--- config.mk ---
export PLATFORM = sky130hd
export DESIGN_NAME = data_xlate_check
export DESIGN_NICKNAME = d
export VERILOG_FILES = /design/src/rtl/dtc_pkg.sv /design/src/rtl/dtc_front.sv /design/src/rtl/dtc_xlate.sv /design/src/rtl/dtc_pa_check.sv /design/src/rtl/data_xlate_check.sv
export SDC_FILE = /design/constraint.sdc
export NUM_CORES = 1
export LEC_CHECK = 0
export ABC_AREA = 1
export BUFFER_PORTS_ARGS = -buffer_cell sky130_fd_sc_hd__buf_2
export CORE_MARGIN = 1.5
export CORE_UTILIZATION = 30
export DETAILED_ROUTE_END_ITERATION = 16
export PLACE_DENSITY = 0.68
export SYNTH_ARGS = -nofsm -noshare
export SYNTH_HDL_FRONTEND = slang
export SYNTH_HIERARCHICAL = 1
export SYNTH_SLANG_ARGS = --single-unit
--- constraint.sdc ---
create_clock -name clk -period 6 [get_ports clk]
set_input_delay 0.9 -clock clk [delete_from_list [all_inputs] [get_ports clk]]
set_output_delay 0.9 -clock clk [all_outputs]
set_load 0.01 [all_outputs]
--- src/rtl/dtc_pkg.sv ---
package dtc_pkg;

  typedef enum logic [2:0] {
    FLT_NONE      = 3'd0,
    FLT_ALIGN     = 3'd1,
    FLT_PAGE      = 3'd2,
    FLT_ACV       = 3'd3,
    FLT_MISS_WALK = 3'd4,
    FLT_MISS_NORM = 3'd5,
    FLT_MCHK      = 3'd6,
    FLT_UNIMP     = 3'd7
  } flt_e;

  localparam int ST_W     = 6;
  localparam int ST_WR    = 0;
  localparam int ST_ACV   = 1;
  localparam int ST_BADVA = 2;
  localparam int ST_MISS  = 3;
  localparam int ST_FONR  = 4;
  localparam int ST_FONW  = 5;

  localparam int MODE_W = 2;
  localparam logic [MODE_W-1:0] MODE_KERNEL = 2'd0;

endpackage

--- src/rtl/dtc_front.sv ---
// Alignment test and effective-mode selection.
module dtc_front
  import dtc_pkg::*;
#(
  parameter int SZ_W = 4
) (
  input  logic [SZ_W-1:0]   va_low,
  input  logic [SZ_W-1:0]   size,
  input  logic [MODE_W-1:0] cur_mode,
  input  logic              priv_code,
  input  logic              alt_sel,
  input  logic [MODE_W-1:0] alt_mode,
  output logic              misalign,
  output logic [MODE_W-1:0] eff_mode
);

  logic [SZ_W-1:0] size_mask;

  always_comb begin
    size_mask = size - SZ_W'(1);
    misalign  = |(va_low & size_mask);
    if (!priv_code)   eff_mode = cur_mode;
    else if (alt_sel) eff_mode = alt_mode;
    else              eff_mode = MODE_KERNEL;
  end

endmodule

--- src/rtl/dtc_xlate.sv ---
// Address path: physical bypass, validity, superpage, lookup result, permissions.
module dtc_xlate
  import dtc_pkg::*;
#(
  parameter int VA_W       = 64,
  parameter int PA_W       = 44,
  parameter int PAGE_SHIFT = 13,
  parameter int PPN_W      = 32,
  parameter int XW         = 64,
  parameter int SP_HI      = 47,
  parameter int SP_LO      = 41,
  parameter int SP_TAG     = 'h7e,
  parameter int SP_SIGN    = 40
) (
  input  logic [VA_W-1:0]     vaddr,
  input  logic                write,
  input  logic                phys,
  input  logic                walk,
  input  logic                va_ok,
  input  logic [MODE_W-1:0]   cur_mode,
  input  logic [MODE_W-1:0]   eff_mode,
  input  logic                lk_hit,
  input  logic [PPN_W-1:0]    lk_ppn,
  input  logic [(1<<MODE_W)-1:0] lk_rd_en,
  input  logic [(1<<MODE_W)-1:0] lk_wr_en,
  input  logic                lk_fonr,
  input  logic                lk_fonw,
  output logic [XW-1:0]       pa_raw,
  output flt_e                flt,
  output logic [ST_W-1:0]     stat
);

  localparam int SP_TAG_W = SP_HI - SP_LO + 1;
  localparam int EXT_W    = PA_W - SP_SIGN;

  logic          is_super;
  logic [XW-1:0] super_pa;
  logic [XW-1:0] tlb_pa;
  logic [XW-1:0] phys_pa;

  always_comb begin
    is_super = (vaddr[SP_HI:SP_LO] == SP_TAG_W'(SP_TAG));
    super_pa = '0;
    super_pa[PA_W-1:0] = vaddr[PA_W-1:0];
    super_pa[PA_W-1:SP_SIGN] = {EXT_W{vaddr[SP_SIGN]}};
    tlb_pa  = XW'({lk_ppn, vaddr[PAGE_SHIFT-1:0]});
    phys_pa = XW'(vaddr);
  end

  always_comb begin
    pa_raw = '0;
    flt    = FLT_NONE;
    stat   = '0;
    if (phys) begin
      pa_raw = phys_pa;
    end else if (!va_ok) begin
      flt            = FLT_PAGE;
      stat[ST_WR]    = write;
      stat[ST_ACV]   = 1'b1;
      stat[ST_BADVA] = 1'b1;
    end else if (is_super) begin
      if (cur_mode != MODE_KERNEL) begin
        flt          = FLT_ACV;
        stat[ST_WR]  = write;
        stat[ST_ACV] = 1'b1;
      end else begin
        pa_raw = super_pa;
      end
    end else if (!lk_hit) begin
      flt           = walk ? FLT_MISS_WALK : FLT_MISS_NORM;
      stat[ST_WR]   = write;
      stat[ST_MISS] = 1'b1;
    end else begin
      pa_raw = tlb_pa;
      if (write) begin
        if (!lk_wr_en[eff_mode]) begin
          flt           = FLT_PAGE;
          stat[ST_WR]   = 1'b1;
          stat[ST_ACV]  = 1'b1;
          stat[ST_FONW] = lk_fonw;
        end else if (lk_fonw) begin
          flt           = FLT_PAGE;
          stat[ST_WR]   = 1'b1;
          stat[ST_FONW] = 1'b1;
        end
      end else begin
        if (!lk_rd_en[eff_mode]) begin
          flt           = FLT_ACV;
          stat[ST_ACV]  = 1'b1;
          stat[ST_FONR] = lk_fonr;
        end else if (lk_fonr) begin
          flt           = FLT_PAGE;
          stat[ST_FONR] = 1'b1;
        end
      end
    end
  end

endmodule

--- src/rtl/dtc_pa_check.sv ---
// Final physical-address checks: implemented width, uncacheable space.
module dtc_pa_check
  import dtc_pkg::*;
#(
  parameter int PA_W      = 44,
  parameter int XW        = 64,
  parameter int UC_CLR_LO = 35
) (
  input  logic [XW-1:0]   pa_raw,
  input  flt_e            flt_in,
  input  logic [ST_W-1:0] stat_in,
  input  logic            ifetch,
  output logic [PA_W-1:0] pa_out,
  output logic            uncached,
  output flt_e            flt,
  output logic [ST_W-1:0] stat
);

  localparam int CLR_W = PA_W - 1 - UC_CLR_LO;

  logic            over_width;
  logic            uc_bit;
  logic [PA_W-1:0] pa_clr;

  always_comb begin
    over_width = |pa_raw[XW-1:PA_W];
    uc_bit     = pa_raw[PA_W-1];
    pa_clr     = pa_raw[PA_W-1:0];
    if (uc_bit) pa_clr[PA_W-2:UC_CLR_LO] = {CLR_W{1'b0}};
  end

  always_comb begin
    pa_out   = '0;
    uncached = 1'b0;
    flt      = flt_in;
    stat     = stat_in;
    if (flt_in == FLT_NONE) begin
      if (over_width) begin
        flt  = FLT_MCHK;
        stat = '0;
      end else if (uc_bit && ifetch) begin
        flt  = FLT_UNIMP;
        stat = '0;
      end else begin
        pa_out   = pa_clr;
        uncached = uc_bit;
      end
    end
  end

endmodule

--- src/rtl/data_xlate_check.sv ---
module data_xlate_check
  import dtc_pkg::*;
#(
  parameter int VA_W       = 64,
  parameter int PA_W       = 44,
  parameter int PAGE_SHIFT = 13,
  parameter int PPN_W      = 32,
  parameter int ASN_W      = 8,
  parameter int SZ_W       = 4,
  parameter int SP_HI      = 47,
  parameter int SP_LO      = 41,
  parameter int SP_TAG     = 'h7e,
  parameter int SP_SIGN    = 40,
  parameter int UC_CLR_LO  = 35
) (
  input  logic                    clk,
  input  logic                    rst,
  input  logic                    req_valid,
  input  logic [VA_W-1:0]         req_vaddr,
  input  logic [SZ_W-1:0]         req_size,
  input  logic                    req_write,
  input  logic                    req_phys,
  input  logic                    req_walk,
  input  logic                    req_ifetch,
  input  logic                    req_va_ok,
  input  logic [1:0]              cur_mode,
  input  logic                    priv_code,
  input  logic                    alt_sel,
  input  logic [1:0]              alt_mode,
  input  logic [ASN_W-1:0]        cur_asn,
  output logic [VA_W-PAGE_SHIFT-1:0] lk_vpn,
  output logic [ASN_W-1:0]        lk_asn,
  input  logic                    lk_hit,
  input  logic [PPN_W-1:0]        lk_ppn,
  input  logic [3:0]              lk_rd_en,
  input  logic [3:0]              lk_wr_en,
  input  logic                    lk_fonr,
  input  logic                    lk_fonw,
  output logic                    rsp_valid,
  output logic [PA_W-1:0]         rsp_paddr,
  output logic                    rsp_uncached,
  output logic [2:0]              rsp_fault,
  output logic [5:0]              rsp_stat
);

  localparam int XW = (VA_W > PPN_W + PAGE_SHIFT) ? VA_W : PPN_W + PAGE_SHIFT;

  logic              misalign;
  logic [MODE_W-1:0] eff_mode;
  logic [XW-1:0]     xl_pa;
  flt_e              xl_flt;
  logic [ST_W-1:0]   xl_stat;
  flt_e              pre_flt;
  logic [ST_W-1:0]   pre_stat;
  logic [PA_W-1:0]   fin_pa;
  logic              fin_uc;
  flt_e              fin_flt;
  logic [ST_W-1:0]   fin_stat;

  assign lk_vpn = req_vaddr[VA_W-1:PAGE_SHIFT];
  assign lk_asn = cur_asn;

  dtc_front #(.SZ_W(SZ_W)) u_front (
    .va_low    (req_vaddr[SZ_W-1:0]),
    .size      (req_size),
    .cur_mode  (cur_mode),
    .priv_code (priv_code),
    .alt_sel   (alt_sel),
    .alt_mode  (alt_mode),
    .misalign  (misalign),
    .eff_mode  (eff_mode)
  );

  dtc_xlate #(
    .VA_W(VA_W), .PA_W(PA_W), .PAGE_SHIFT(PAGE_SHIFT), .PPN_W(PPN_W),
    .XW(XW), .SP_HI(SP_HI), .SP_LO(SP_LO), .SP_TAG(SP_TAG), .SP_SIGN(SP_SIGN)
  ) u_xlate (
    .vaddr    (req_vaddr),
    .write    (req_write),
    .phys     (req_phys),
    .walk     (req_walk),
    .va_ok    (req_va_ok),
    .cur_mode (cur_mode),
    .eff_mode (eff_mode),
    .lk_hit   (lk_hit),
    .lk_ppn   (lk_ppn),
    .lk_rd_en (lk_rd_en),
    .lk_wr_en (lk_wr_en),
    .lk_fonr  (lk_fonr),
    .lk_fonw  (lk_fonw),
    .pa_raw   (xl_pa),
    .flt      (xl_flt),
    .stat     (xl_stat)
  );

  // Alignment outranks every other check.
  always_comb begin
    if (misalign) begin
      pre_flt         = FLT_ALIGN;
      pre_stat        = '0;
      pre_stat[ST_WR] = req_write;
    end else begin
      pre_flt  = xl_flt;
      pre_stat = xl_stat;
    end
  end

  dtc_pa_check #(.PA_W(PA_W), .XW(XW), .UC_CLR_LO(UC_CLR_LO)) u_pachk (
    .pa_raw   (xl_pa),
    .flt_in   (pre_flt),
    .stat_in  (pre_stat),
    .ifetch   (req_ifetch),
    .pa_out   (fin_pa),
    .uncached (fin_uc),
    .flt      (fin_flt),
    .stat     (fin_stat)
  );

  always_ff @(posedge clk) begin
    if (rst || !req_valid) begin
      rsp_valid    <= 1'b0;
      rsp_paddr    <= '0;
      rsp_uncached <= 1'b0;
      rsp_fault    <= FLT_NONE;
      rsp_stat     <= '0;
    end else begin
      rsp_valid    <= 1'b1;
      rsp_paddr    <= fin_pa;
      rsp_uncached <= fin_uc;
      rsp_fault    <= fin_flt;
      rsp_stat     <= fin_stat;
    end
  end

endmodule

* After elaboration in Yosys (flattened, before gate mapping)
Index checks and enable logic that the tools add are counted.
** Cells by class
- Add/subtract/negate cells :: 1
- $lt $le $gt $ge :: 1
- Equal/unequal tests :: 1
- Muxes and demuxes :: 53
- Bitwise operators :: 2
- Reduce and logical (&&, ||, !) cells :: 9
** Operators with widths (count)
- 64-bit two-way mux :: 3
- 45-bit two-way mux :: 1
- 44-bit two-way mux :: 1
- 3-bit two-way mux :: 13
- 6-bit two-way mux :: 5
- 24-bit OR reduction :: 1
- 23-bit OR reduction :: 1
- 20-bit OR reduction :: 1
- 1-bit two-way mux :: 19
- 2-bit two-way mux :: 9
- 7-bit == test, second input constant :: 1
- 4-bit AND :: 1
- 1-bit binary-select mux with 2-bit select :: 2
- 4-bit OR reduction :: 1
- 4-bit by 1-bit subtractor with 4-bit output, second input constant :: 1
- 3-bit logical NOT :: 1
- 2-bit by 3-bit < comparator with 1-bit output, second input constant :: 1
- 2-bit nonzero test :: 1
- 1-bit logical AND :: 1
- 1-bit logical NOT :: 1
- 1-bit logical OR :: 1
- 1-bit inverter :: 1
** Storage, ports and cells
- Register bits :: 55
- Output and inout port bits :: 114

* Longest topological paths before layout
Gate-level depths: netlist of run 1.
- Depth in word-level cells :: 14
- Depth in mapped cells :: 20

* Modules after synthesis
The synthesis of run 1 kept the hierarchy.
** Modules (own cells, without submodules)
- data_xlate_check :: instances 1, cells an instance 250, area an instance 2132.0 um^2
- dtc_xlate :: instances 1, cells an instance 228, area an instance 1033.5 um^2
- dtc_pa_check :: instances 1, cells an instance 162, area an instance 716.9 um^2
- dtc_front :: instances 1, cells an instance 28, area an instance 122.6 um^2

* Worst setup path before layout of run 1
OpenSTA, ideal clock, no wires.
- Path kind :: input -> register
- Start point :: input cur_mode[0]
- End point :: register rsp_paddr[38]
- Setup time :: 0.064 ns
- Arrival time :: 2.976 ns
- Data required time :: 5.936 ns
- Slack :: 2.959 ns
- Stages :: 15
- Cells stage by stage :: inv_1 -> o21ai_0 -> nand2_1 -> nand3_1 -> nand2_1 -> a21oi_1 -> nor2_1 -> or2_2 -> nor3_4 -> inv_2 -> or2_1 -> buf_6 -> nor3_2 -> inv_1 -> nor2_1
** On the way
- Word-level cells in the longest chain between the ends :: 13
- Elaborated cells on any way between the ends :: 23
- Classes of those cells :: mux (18); bitwise (1); reduce/logical (4)
** RTL lines
- from (decl) :: line data_xlate_check.sv:26 : input logic [1:0] cur_mode,
- 2-bit two-way mux (*) :: line dtc_front.sv:22 : if (!priv_code) eff_mode = cur_mode;
- via eff_mode[0] :: line data_xlate_check.sv:49 : logic [MODE_W-1:0] eff_mode;
- 1-bit binary-select mux with 2-bit select, on equally long branches :: line dtc_xlate.sv:87, dtc_xlate.sv:76
- 1-bit two-way mux, on equally long branches :: line dtc_xlate.sv:87, dtc_xlate.sv:76
- 3-bit two-way mux, on equally long branches :: line dtc_xlate.sv:87, dtc_xlate.sv:76
- 3-bit two-way mux (*) :: line dtc_xlate.sv:75 : if (write) begin
- 3-bit two-way mux (*) :: line dtc_xlate.sv:69 : end else if (!lk_hit) begin
- 3-bit two-way mux (*) :: line dtc_xlate.sv:61 : end else if (is_super) begin
- 3-bit two-way mux (*) :: line dtc_xlate.sv:56 : end else if (!va_ok) begin
- 3-bit two-way mux (*) :: line dtc_xlate.sv:54 : if (phys) begin
- via xl_flt[0] :: line data_xlate_check.sv:51 : flt_e xl_flt;
- 3-bit two-way mux (*) :: line data_xlate_check.sv:98 : if (misalign) begin
- via pre_flt[0] :: line data_xlate_check.sv:53 : flt_e pre_flt;
- 3-bit logical NOT (*) :: line dtc_pa_check.sv:37 : if (flt_in == FLT_NONE) begin
- 1-bit inverter (no source line) (*)
- 24-bit OR reduction (no source line) (*)
- to (signal assigned) :: line data_xlate_check.sv:128 : rsp_paddr <= fin_pa;
- to (decl) :: line data_xlate_check.sv:40 : output logic [PA_W-1:0] rsp_paddr,
Mark *: on every way through the listed nets, which the timed path passes. The rest lies on a longest branch. The select of a mux whose other input is x is not followed.
A chain may end at the register's enable or synchronous reset.

* Final worst setup path of run 1
- Start point :: input req_phys
- End point :: register rsp_fault[2]
** On the way
- Elaborated cells on any way between the ends :: 9
- Classes of those cells :: mux (6); reduce/logical (3)
** RTL lines
- from (decl) :: line data_xlate_check.sv:22 : input logic req_phys,
- 64-bit two-way mux :: line dtc_xlate.sv:54
- via xl_pa[44] :: line data_xlate_check.sv:50 : logic [XW-1:0] xl_pa;
- 20-bit OR reduction :: line dtc_pa_check.sv:26 : over_width = |pa_raw[XW-1:PA_W];
- 3-bit two-way mux :: line dtc_pa_check.sv:38 : if (over_width) begin
- 3-bit two-way mux :: line dtc_pa_check.sv:37
- via fin_flt[2] :: line data_xlate_check.sv:57 : flt_e fin_flt;
- to (signal assigned) :: line data_xlate_check.sv:130 : rsp_fault <= fin_flt;
- to (decl) :: line data_xlate_check.sv:42 : output logic [2:0] rsp_fault,
The timed path passes the listed nets, and every way through them passes these cells.

==> results_dict.tcl, run 1 <==
set metrics [dict create \
    worstMarginPinSlew_ns 0.9285 \
    unrepaired_setup_endpoints_after_global_routing "false" \
    grt_antenna_before_repair 0 \
    net_count_after_synthesis 802 \
    synth_most_common_cell "sky130_fd_sc_hd__nand2_1" \
    max_cap_violations 0 \
    met1Wirelength_mm 4.534 \
    route.met2.wl_mm 5.461 \
    floorplan.core_area_um2 13140 \
    report.final.hold_viol_count 0 \
    yosysTopAreaCell "sky130_fd_sc_hd__dfxtp_1" \
    antennaDiodeCount 0 \
    timing.fmax_mhz 291.3 \
    synth_edf_count 0 \
    via_per_instance_ratio 4.073 \
    io_pins 247 \
    grt_first_pass_wirelength_mm 17.79 \
    synthToLayoutAreaGrowth_pct 21.93 \
    hold_path.class "in2reg" \
    synthMuxAreaShare_pct 0 \
    crit_slowest_cell "sky130_fd_sc_hd__nand4_2" \
    synth_top_area_share_pct 27.49 \
    arr_time_crit_path_ns 3.60 \
    yosys-top-cells-area "sky130_fd_sc_hd__dfxtp_1 (27%), sky130_fd_sc_hd__nand2_1 (16%), sky130_fd_sc_hd__buf_4 (12%), sky130_fd_sc_hd__nor2_1 (11%), sky130_fd_sc_hd__inv_1 (11%)" \
    minimum_hold_slack_ns 0.9557 \
    cts.sink_count 55 \
    critPathMaxFanout 36 \
    synth_xor_xnor_area_share_pct 0 \
    routed-via-count 4061 \
    cts_resized 0 \
    drt_pass1_iterations 4 \
    cts.repair_timing.setup_buffer_count 0 \
    setup.worst_path.start_class "input pin" \
    asyncSetResetFlopFracSynth_pct 0 \
    drc_errors 0 \
    setup_tns_ns 0 \
    critical_path.cell_chain "buf_2 > nor2_2 > inv_1 > nor2_2 > buf_4 > a22o_1 > nor2_1 > nand2_1 > nor2_1 > nand4_2 > nand2_1 > nand2_1 > inv_1 > nor2_1" \
    dieArea_um2 14050 \
    finalWeightedCongestion 0.8287 \
    synth_compound_area_share_pct 2.624 \
    vias_in_the_first_global_route 3667 \
    port_buffers 230 \
    maxUsedRoutingLayer "met4" \
    die_y_um 118.5 \
    dp_hpwl_mm 8.494 \
    worst_setup_path_end_kind "flip-flop" \
    status "finished clean" \
    fin_nets 954 \
    post_cts_hold_buffer_count 0 \
    layout_min_cycle_time_ns 3.432 \
    dr.first_iter.drc_count 172 \
    std_cell_rows 42 \
    yosys_cell_types 31 \
    critPathLaunch "req_phys" \
    drive_above_1_share_pct 33.01 \
    track_usage_pct 15.62 \
    vdd_ir_drop_max_mv 0.09675 \
    instance_area_at_placement_um2 4730 \
    tritoncts.num_buffers 5 \
    largest_family_of_logic_cells_by_synthesized_area "simple AND/OR/NAND/NOR gates" \
    dominantRegCellSynth "sky130_fd_sc_hd__dfxtp_1" \
    pin_count_of_the_biggest_net_entering_global_routing 56 \
    cts_tree "done" \
    htree_num_levels 2 \
    relSlewSlack_pct 37.95 \
    power_leakage_uw 0.002620 \
    maximum_cell_stage_delay_along_the_critical_path_ns 0.75 \
    timing_worst_setup_path_type "in2reg" \
    post_synth.cell_area_avg_um2 5.996 \
    synth_seq_area_share_pct 27.49 \
    max-clock-path-buffers 2 \
    floorplan.initialDensity_pct 30.49 \
    postRouteAntennaNets 0 \
    synth_warnings 6 \
    final_cell_area_um2 4883 \
    setup_viol 0 \
    reg_clk_slew_reported_paths_ns 0.08 \
    synth_area_in_simple_gates_pct 41.24 \
    finalWirelength_mm 10.92 \
    crit_required_ns 6.17 \
    globalRouteOverflowTotal 0 \
    wl_met3_um 734 \
    slew_viol_final 0 \
    syn_area_um2 4005 \
    synth_adder_area_share_pct 0.3124 \
    count_of_state_elements_after_synthesis 55 \
    cts_root_buf "sky130_fd_sc_hd__clkbuf_16" \
    average_wire_length_per_cell_after_detail_routing_um 10.95 \
    syn-instance-count 668 \
    fin_crit_sh_pct 57.21 \
    critical_path.endpoint "rsp_fault[2]" \
    power-per-cell-area_nw_per_um2 177.0 \
    synth.cells.most_frequent "sky130_fd_sc_hd__nand2_1 (173), sky130_fd_sc_hd__nor2_1 (122), sky130_fd_sc_hd__inv_1 (119)" \
    die_width_um 118.5 \
]
-- how the worst min path moves through the flow --
stage	to	startpoint	depth (start not counted)	slack (ns)
finish	rsp_paddr[43]	req_ifetch	6	0.96
global route	rsp_paddr[43]	req_ifetch	6	0.98
floorplan	rsp_fault[2]	req_valid	2	1.08
CTS	rsp_paddr[43]	req_ifetch	6	0.95
detailed placement	rsp_paddr[43]	req_ifetch	6	1.26
global placement	rsp_paddr[43]	req_ifetch	6	1.26
-- per-stage QoR --
step                      std cells  setup slack (ns)  util [%]  total power, µW
after floorplan                 668             2.959         -            524.4
after global placement          989             2.240     36.00            573.5
after detailed placement        989             2.144     36.00            574.4
after CTS                       997             2.487     37.17            885.0
after global routing            997             2.103     37.17            920.7
final                           997             2.568     37.17            864.3
-- critical path: cells and delay by family --
family          cells  cell delay, ns
buf+inv             4            0.77
compound gates      1            0.21
simple gates        9            1.71
-- placed cells by master (no fill, tap or decap), drive strengths merged --
cell,Yosys,routed
a21oi,9,9
a22o,1,1
and2,14,14
buf,78,232
clkbuf,9,5
clkinv,1,3
dfxtp,55,55
ha,1,1
inv,123,124
nand2,177,177
nand3,48,48
nand4,1,1
nor2,130,130
nor3,10,10
o21ai,8,8
o21bai,1,1
or2,2,2
-- logic make-up after synthesis --
logic type | Yosys count
AO/OA/AOI/OAI | 19
adder cells (fa/ha/maj) | 1
buffers and inverters | 211
flip-flops | 55
AND/OR/NAND/NOR | 382
-- state kept, by name (all words and copies together) (netlist names) --
register	cells
rsp_paddr	44
rsp_stat	6
rsp_fault	3
rsp_uncached	1
rsp_valid	1
-- report_power, final --
group | internal, µW | total [µW] | leakage, µW | switching (µW)
combinational | 77.2 | 196 | 0.00210 | 119
clock | 159 | 301 | 0.0000759 | 142
sequential | 367 | 367 | 0.000444 | 0.359
total | 603 | 864 | 0.00262 | 261
-- routing by layer --
layer / vias up / global-route usage, %
li1: 2186 / -
met1: 1705 / 18.27
met2: 152 / 28.89
met3: 18 / 2.703
met4: 0 / 4.744
met5: - / 0
-- area by class of cell --
class	instances	area, µm²
Fill cell	1458	8254
Multi-Input combinational cell	402	1772
Timing Repair Buffer	232	1166
Sequential cell	55	1101
Inverter	124	470.5
Tap cell	176	220.2
Clock buffer	5	125.1
Clock inverter	3	28.78
Power figures use the tool's default switching activity.
==> run 2: changes to the inputs <==
--- a/config.mk
+++ b/config.mk
@@ -5,12 +5,12 @@
 export SDC_FILE = /design/constraint.sdc
 export NUM_CORES = 1
 export LEC_CHECK = 0
-export ABC_AREA = 1
+export ABC_AREA = 0
 export BUFFER_PORTS_ARGS = -buffer_cell sky130_fd_sc_hd__buf_2
 export CORE_MARGIN = 1.5
 export CORE_UTILIZATION = 30
 export DETAILED_ROUTE_END_ITERATION = 16
-export PLACE_DENSITY = 0.68
+export PLACE_DENSITY = 0.7
 export SYNTH_ARGS = -nofsm -noshare
 export SYNTH_HDL_FRONTEND = slang
 export SYNTH_HIERARCHICAL = 1
==> constraint.sdc (replaced) <==
create_clock -name clk -period 3.11 [get_ports clk]
set_input_delay 0.4665 -clock clk [delete_from_list [all_inputs] [get_ports clk]]
set_output_delay 0.4665 -clock clk [all_outputs]
set_load 0.01 [all_outputs]
==> results_dict.tcl, run 2 <==
set metrics [dict create \
    dieArea_um2 14800 \
    crit_slowest_cell "sky130_fd_sc_hd__nor3_1" \
    final_cell_area_um2 5233 \
    track_usage_pct 14.89 \
    vias_in_the_first_global_route 3650 \
    grt_antenna_before_repair 0 \
    synth_most_common_cell "sky130_fd_sc_hd__buf_4" \
    instance_area_at_placement_um2 5060 \
    setup.worst_path.start_class "input pin" \
    status "finished clean" \
    post_synth.cell_area_avg_um2 8.748 \
    pin_count_of_the_biggest_net_entering_global_routing 56 \
    most_frequent_standard_cell_in_the_layout_excluding_fill_and_tap_cells "sky130_fd_sc_hd__buf_2" \
    post_cts_hold_buffer_count 0 \
    dr.first_iter.drc_count 188 \
    reg_clk_slew_reported_paths_ns 0.07 \
    max_cap_violations 0 \
    top_register "rsp_paddr" \
    critPathMaxFanout 21 \
    timing.critical_path.buf_inv 2 \
    hold_path.class "in2reg" \
    yosys_cell_types 61 \
    finalWeightedCongestion 0.8029 \
    largest_register_ffs 44 \
    timing.fmax_mhz 350.2 \
    floorplan.core_area_um2 13830 \
    grt_first_pass_wirelength_mm 17.63 \
    layout.core_utilization_pct 37.84 \
    cp_common_cell "sky130_fd_sc_hd__nor3_1" \
    port_buffers 230 \
    fin_crit_sh_pct 91.82 \
    io_pins 247 \
    yosys-top-cells-area "sky130_fd_sc_hd__dfxtp_1 (26%), sky130_fd_sc_hd__buf_4 (11%), sky130_fd_sc_hd__and3b_1 (9.1%), sky130_fd_sc_hd__nor3_2 (8.5%), sky130_fd_sc_hd__a22o_1 (6.6%)" \
    tritoncts.num_buffers 5 \
    drc_errors 0 \
    maximum_cell_stage_delay_along_the_critical_path_ns 0.44 \
    globalRouteOverflowTotal 0 \
    drt_pass1_iterations 4 \
    syn_area_um2 4225 \
    dp_hpwl_mm 8.811 \
    die_y_um 121.7 \
    num-fill-cells 1434 \
    yosysTopAreaCell "sky130_fd_sc_hd__dfxtp_1" \
    synth_top_area_share_pct 26.06 \
    worst_setup_path_end_kind "flip-flop" \
    synth_edf_count 0 \
    max-clock-path-buffers 2 \
    die_width_um 121.7 \
    critical_path.cell_chain "buf_2 > o21ai_0 > mux4_2 > nor3_1 > o2111a_1 > or2_2 > nor3_1 > nand3_4 > buf_12 > nor4_1 > and3b_1" \
    average_wire_length_per_cell_after_detail_routing_um 13.96 \
    cts.repair_timing.setup_buffer_count 0 \
    timing_worst_setup_path_type "in2reg" \
    cts_root_buf "sky130_fd_sc_hd__clkbuf_16" \
    synth_warnings 6 \
    multiInputGateArea_um2 2306 \
    unrepaired_setup_endpoints_after_global_routing "false" \
    cts_resized 0 \
    setup_viol 0 \
    layout_min_cycle_time_ns 2.855 \
    slew_viol_final 0 \
    synth.cells.most_frequent "sky130_fd_sc_hd__buf_4 (62), sky130_fd_sc_hd__nand2_1 (59), sky130_fd_sc_hd__dfxtp_1 (55)" \
    cts.sink_count 55 \
    report.final.hold_viol_count 0 \
    asyncSetResetFlopFracSynth_pct 0 \
    routed-via-count 3913 \
    vdd_ir_drop_max_mv 0.3149 \
    fin_nets 776 \
    largest_regs "rsp_paddr (44), rsp_stat (6), rsp_fault (3)" \
    dominantRegCellSynth "sky130_fd_sc_hd__dfxtp_1" \
    htree_num_levels 2 \
    arr_time_crit_path_ns 3.09 \
    relSlewSlack_pct 47.23 \
    finalWirelength_mm 11.49 \
    layout.area.seq_um2 1101 \
    power-per-cell-area_nw_per_um2 339.8 \
    postRouteAntennaNets 0 \
    drive_above_1_share_pct 51.17 \
    synthToLayoutAreaGrowth_pct 23.84 \
    cts_tree "done" \
    most_frequent_cells_in_the_layout "sky130_fd_sc_hd__buf_2 (230), sky130_fd_sc_hd__nand2_1 (59), sky130_fd_sc_hd__dfxtp_1 (55), sky130_fd_sc_hd__and3b_1 (44), sky130_fd_sc_hd__nor3_2 (36)" \
    via_per_instance_ratio 4.755 \
    antennaDiodeCount 0 \
    worstMarginPinSlew_ns 0.7916 \
    count_of_state_elements_after_synthesis 55 \
    syn-instance-count 483 \
    power_leakage_uw 0.002684 \
    std_cell_rows 43 \
    critical-path-top-delay-family "simple AND/OR/NAND/NOR gates" \
    floorplan.initialDensity_pct 30.56 \
    minimum_hold_slack_ns 0.5462 \
    crit_required_ns 3.34 \
    synth_seq_area_share_pct 26.06 \
    setup_tns_ns 0 \
    net_count_after_synthesis 617 \
]
-- run 2: through the flow --
stage	total power, µW	instances	setup WS (ns)
after floorplan	1033	483	0.1759
after global placement	1154	815	-0.003752
after detailed placement	1157	815	-0.03790
after CTS	1805	823	0.2506
after global routing	1864	823	0.03617
final	1778	823	0.2546
-- run 2: final cells by class --
| type | instances | share of cell area [%] |
|---|---|---|
| multi-input combinational | 306 | 44.07 |
| timing repair buffer | 253 | 25.78 |
| sequential | 55 | 21.04 |
| tap | 180 | 4.304 |
| clock buffer | 5 | 2.391 |
| inverter | 21 | 1.506 |
| clock inverter | 3 | 0.9087 |
-- run 2: cell families after synthesis --
group	Yosys count	synth area share, %
xor gates and xnor gates	2	0.4146
AOI/OAI and AO/OA	76	13.98
muxes	6	2.073
buffers and inverters	122	19.54
DFF	55	26.06
adders and majority gates	1	0.2961
and+or+nand+nor	221	37.64
-- run 2: layer usage --
| metal | track usage [%] | vias to the layer above | part of all wire (%) | wire (µm) |
|---|---|---|---|---|
| met5 | 0 | - | 0 | 0 |
| met3 | 2.154 | 15 | 5.3 | 604 |
| met2 | 27.47 | 137 | 49 | 5669 |
| met4 | 3.529 | 0 | 1.6 | 182 |
| li1 | - | 1955 | - | - |
| met1 | 18.14 | 1806 | 44 | 5030 |
-- run 2: power by group --
| part | internal, µW | switching [µW] |
|---|---|---|
| Combinational | 197 | 231 |
| Clock | 384 | 257 |
| Sequential | 708 | 1.24 |
-- run 2: worst paths after layout --
path                        from       endpoint  slack (ns)  cells after the start
worst min-delay path  req_ifetch   rsp_uncached        0.55                      3
worst max-delay path   priv_code  rsp_paddr[43]        0.25                     11
==> run 3: changes to the inputs <==
--- a/config.mk
+++ b/config.mk
@@ -11,6 +11,7 @@
 export CORE_UTILIZATION = 30
 export DETAILED_ROUTE_END_ITERATION = 16
 export PLACE_DENSITY = 0.7
+export RECOVER_POWER = 25
 export SYNTH_ARGS = -nofsm -noshare
 export SYNTH_HDL_FRONTEND = slang
 export SYNTH_HIERARCHICAL = 1
==> results_dict.tcl, run 3 (synthesized netlist as in run 2, its figures left out) <==
set metrics [dict create \
    status "finished clean" \
    std_cell_rows 43 \
    largest_regs "rsp_paddr (44), rsp_stat (6), rsp_fault (3)" \
    finalWirelength_mm 11.47 \
    cts_resized 0 \
    vias_in_the_first_global_route 3650 \
    hold_path.class "in2reg" \
    relSlewSlack_pct 47.21 \
    routed-via-count 3915 \
    drive_above_1_share_pct 45.88 \
    worstMarginPinSlew_ns 0.7918 \
    postRouteAntennaNets 0 \
    dp_hpwl_mm 8.811 \
    unrepaired_setup_endpoints_after_global_routing "false" \
    worst_setup_path_end_kind "flip-flop" \
    post_cts_hold_buffer_count 0 \
    htree_num_levels 2 \
    synthToLayoutAreaGrowth_pct 22.83 \
    cts_root_buf "sky130_fd_sc_hd__clkbuf_16" \
    sw_frac_of_total_pct 27.75 \
    crit_required_ns 3.34 \
    max-clock-path-buffers 2 \
    cts.repair_timing.setup_buffer_count 0 \
    port_buffers 230 \
    report.final.hold_viol_count 0 \
    instance_area_at_placement_um2 5060 \
    timing.fmax_mhz 351.1 \
    timing.hold.worst.start "req_ifetch" \
    antennaDiodeCount 0 \
    arr_time_crit_path_ns 3.08 \
    dieArea_um2 14800 \
    io_pins 247 \
    setup_viol 0 \
    power_switching_uw 492.7 \
    fin_crit_sh_pct 91.59 \
    max_cap_violations 0 \
    dr.first_iter.drc_count 173 \
    floorplan.core_area_um2 13830 \
    slew_viol_final 0 \
    top_register "rsp_paddr" \
    layout.area.seq_um2 1101 \
    die_width_um 121.7 \
    multiInputGateArea_um2 2306 \
    setup_tns_ns 0 \
    final_cell_area_um2 5190 \
    worst_hold_path.num_cells 3 \
    power_leakage_uw 0.002591 \
    die_y_um 121.7 \
    num-fill-cells 1455 \
    finalWeightedCongestion 0.8029 \
    worst_hold_path.endpoint "rsp_paddr[43]" \
    timing_worst_setup_path_type "in2reg" \
    cts_tree "done" \
    layout_min_cycle_time_ns 2.848 \
    most_frequent_standard_cell_in_the_layout_excluding_fill_and_tap_cells "sky130_fd_sc_hd__buf_2" \
    drt_pass1_iterations 4 \
    minimum_hold_slack_ns 0.5493 \
    average_wire_length_per_cell_after_detail_routing_um 13.94 \
    power.combinational.fraction_pct 23.8 \
    vdd_ir_drop_max_mv 0.3173 \
    grt_antenna_before_repair 0 \
    p_seq_share_pct 39.9 \
    cell_internal_pwr_uw 1283 \
    grt_first_pass_wirelength_mm 17.63 \
    drc_errors 0 \
    largest_register_ffs 44 \
    tritoncts.num_buffers 5 \
    pin_count_of_the_biggest_net_entering_global_routing 56 \
    critPathLaunch "priv_code" \
    fin_nets 776 \
    floorplan.initialDensity_pct 30.56 \
    clockPowerShare_pct 36.2 \
    setup.worst_path.start_class "input pin" \
    critPathMaxFanout 21 \
    power-per-cell-area_nw_per_um2 342.1 \
    cts.sink_count 55 \
    globalRouteOverflowTotal 0 \
    reg_clk_slew_reported_paths_ns 0.07 \
    most_frequent_cells_in_the_layout "sky130_fd_sc_hd__buf_2 (196), sky130_fd_sc_hd__nand2_1 (59), sky130_fd_sc_hd__dfxtp_1 (55), sky130_fd_sc_hd__and3b_1 (44), sky130_fd_sc_hd__nor3_2 (36)" \
    via_per_instance_ratio 4.757 \
    track_usage_pct 14.89 \
]
==> run 3: per-stage QoR <==
step	setup slack, ns	total power (µW)	instances	utilization (%)
4_1_cts	0.2506	1805	823	37.84
2_1_floorplan	0.1759	1033	483	-
3_5_place_dp	-0.03790	1157	815	36.59
6_report	0.2616	1776	823	37.54
3_3_place_gp	-0.003752	1154	815	36.59
5_1_grt	0.03617	1858	823	37.54
==> run 3: layout make-up <==
class	count	area share, %
multi-input combinational	306	44.43
timing repair buffer	253	25.17
sequential	55	21.22
tap	180	4.339
clock buffer	5	2.411
inverter	21	1.519
clock inverter	3	0.9161
==> run 3: power by group through the flow <==
stage	combinational, µW	sequential [µW]	clock (µW)
2_1_floorplan	305	728	0
3_3_place_gp	428	726	0
3_5_place_dp	432	726	0
4_1_cts	433	709	663
5_1_grt	470	709	679
6_report	423	709	644
==> run 3: metal layers <==
layer / part of all wire [%] / vias up / global-route usage (%)
li1: - / 1960 / -
met1: 44 / 1799 / 18.14
met2: 49 / 141 / 27.47
met3: 5.6 / 15 / 2.154
met4: 1.6 / 0 / 3.529
met5: 0 / - / 0
==> run 3: worst max-delay path, stage by stage <==
cell	delay [ns]
sky130_fd_sc_hd__buf_2	0.11
sky130_fd_sc_hd__o21ai_0	0.37
sky130_fd_sc_hd__or3b_1	0.39
sky130_fd_sc_hd__o221ai_1	0.27
sky130_fd_sc_hd__o32ai_2	0.11
sky130_fd_sc_hd__nor2b_1	0.15
sky130_fd_sc_hd__nor3_1	0.42
sky130_fd_sc_hd__nand3_4	0.16
sky130_fd_sc_hd__buf_12	0.21
sky130_fd_sc_hd__nor4_1	0.21
sky130_fd_sc_hd__and3b_1	0.20
==> run 3: how the worst max path moves through the flow <==
stage	end	cells after the start
6_report	rsp_uncached	11
2_1_floorplan	rsp_paddr[43]	11
3_5_place_dp	rsp_paddr[35]	11
3_3_place_gp	rsp_fault[0]	11
5_1_grt	rsp_fault[0]	12
4_1_cts	rsp_paddr[43]	11
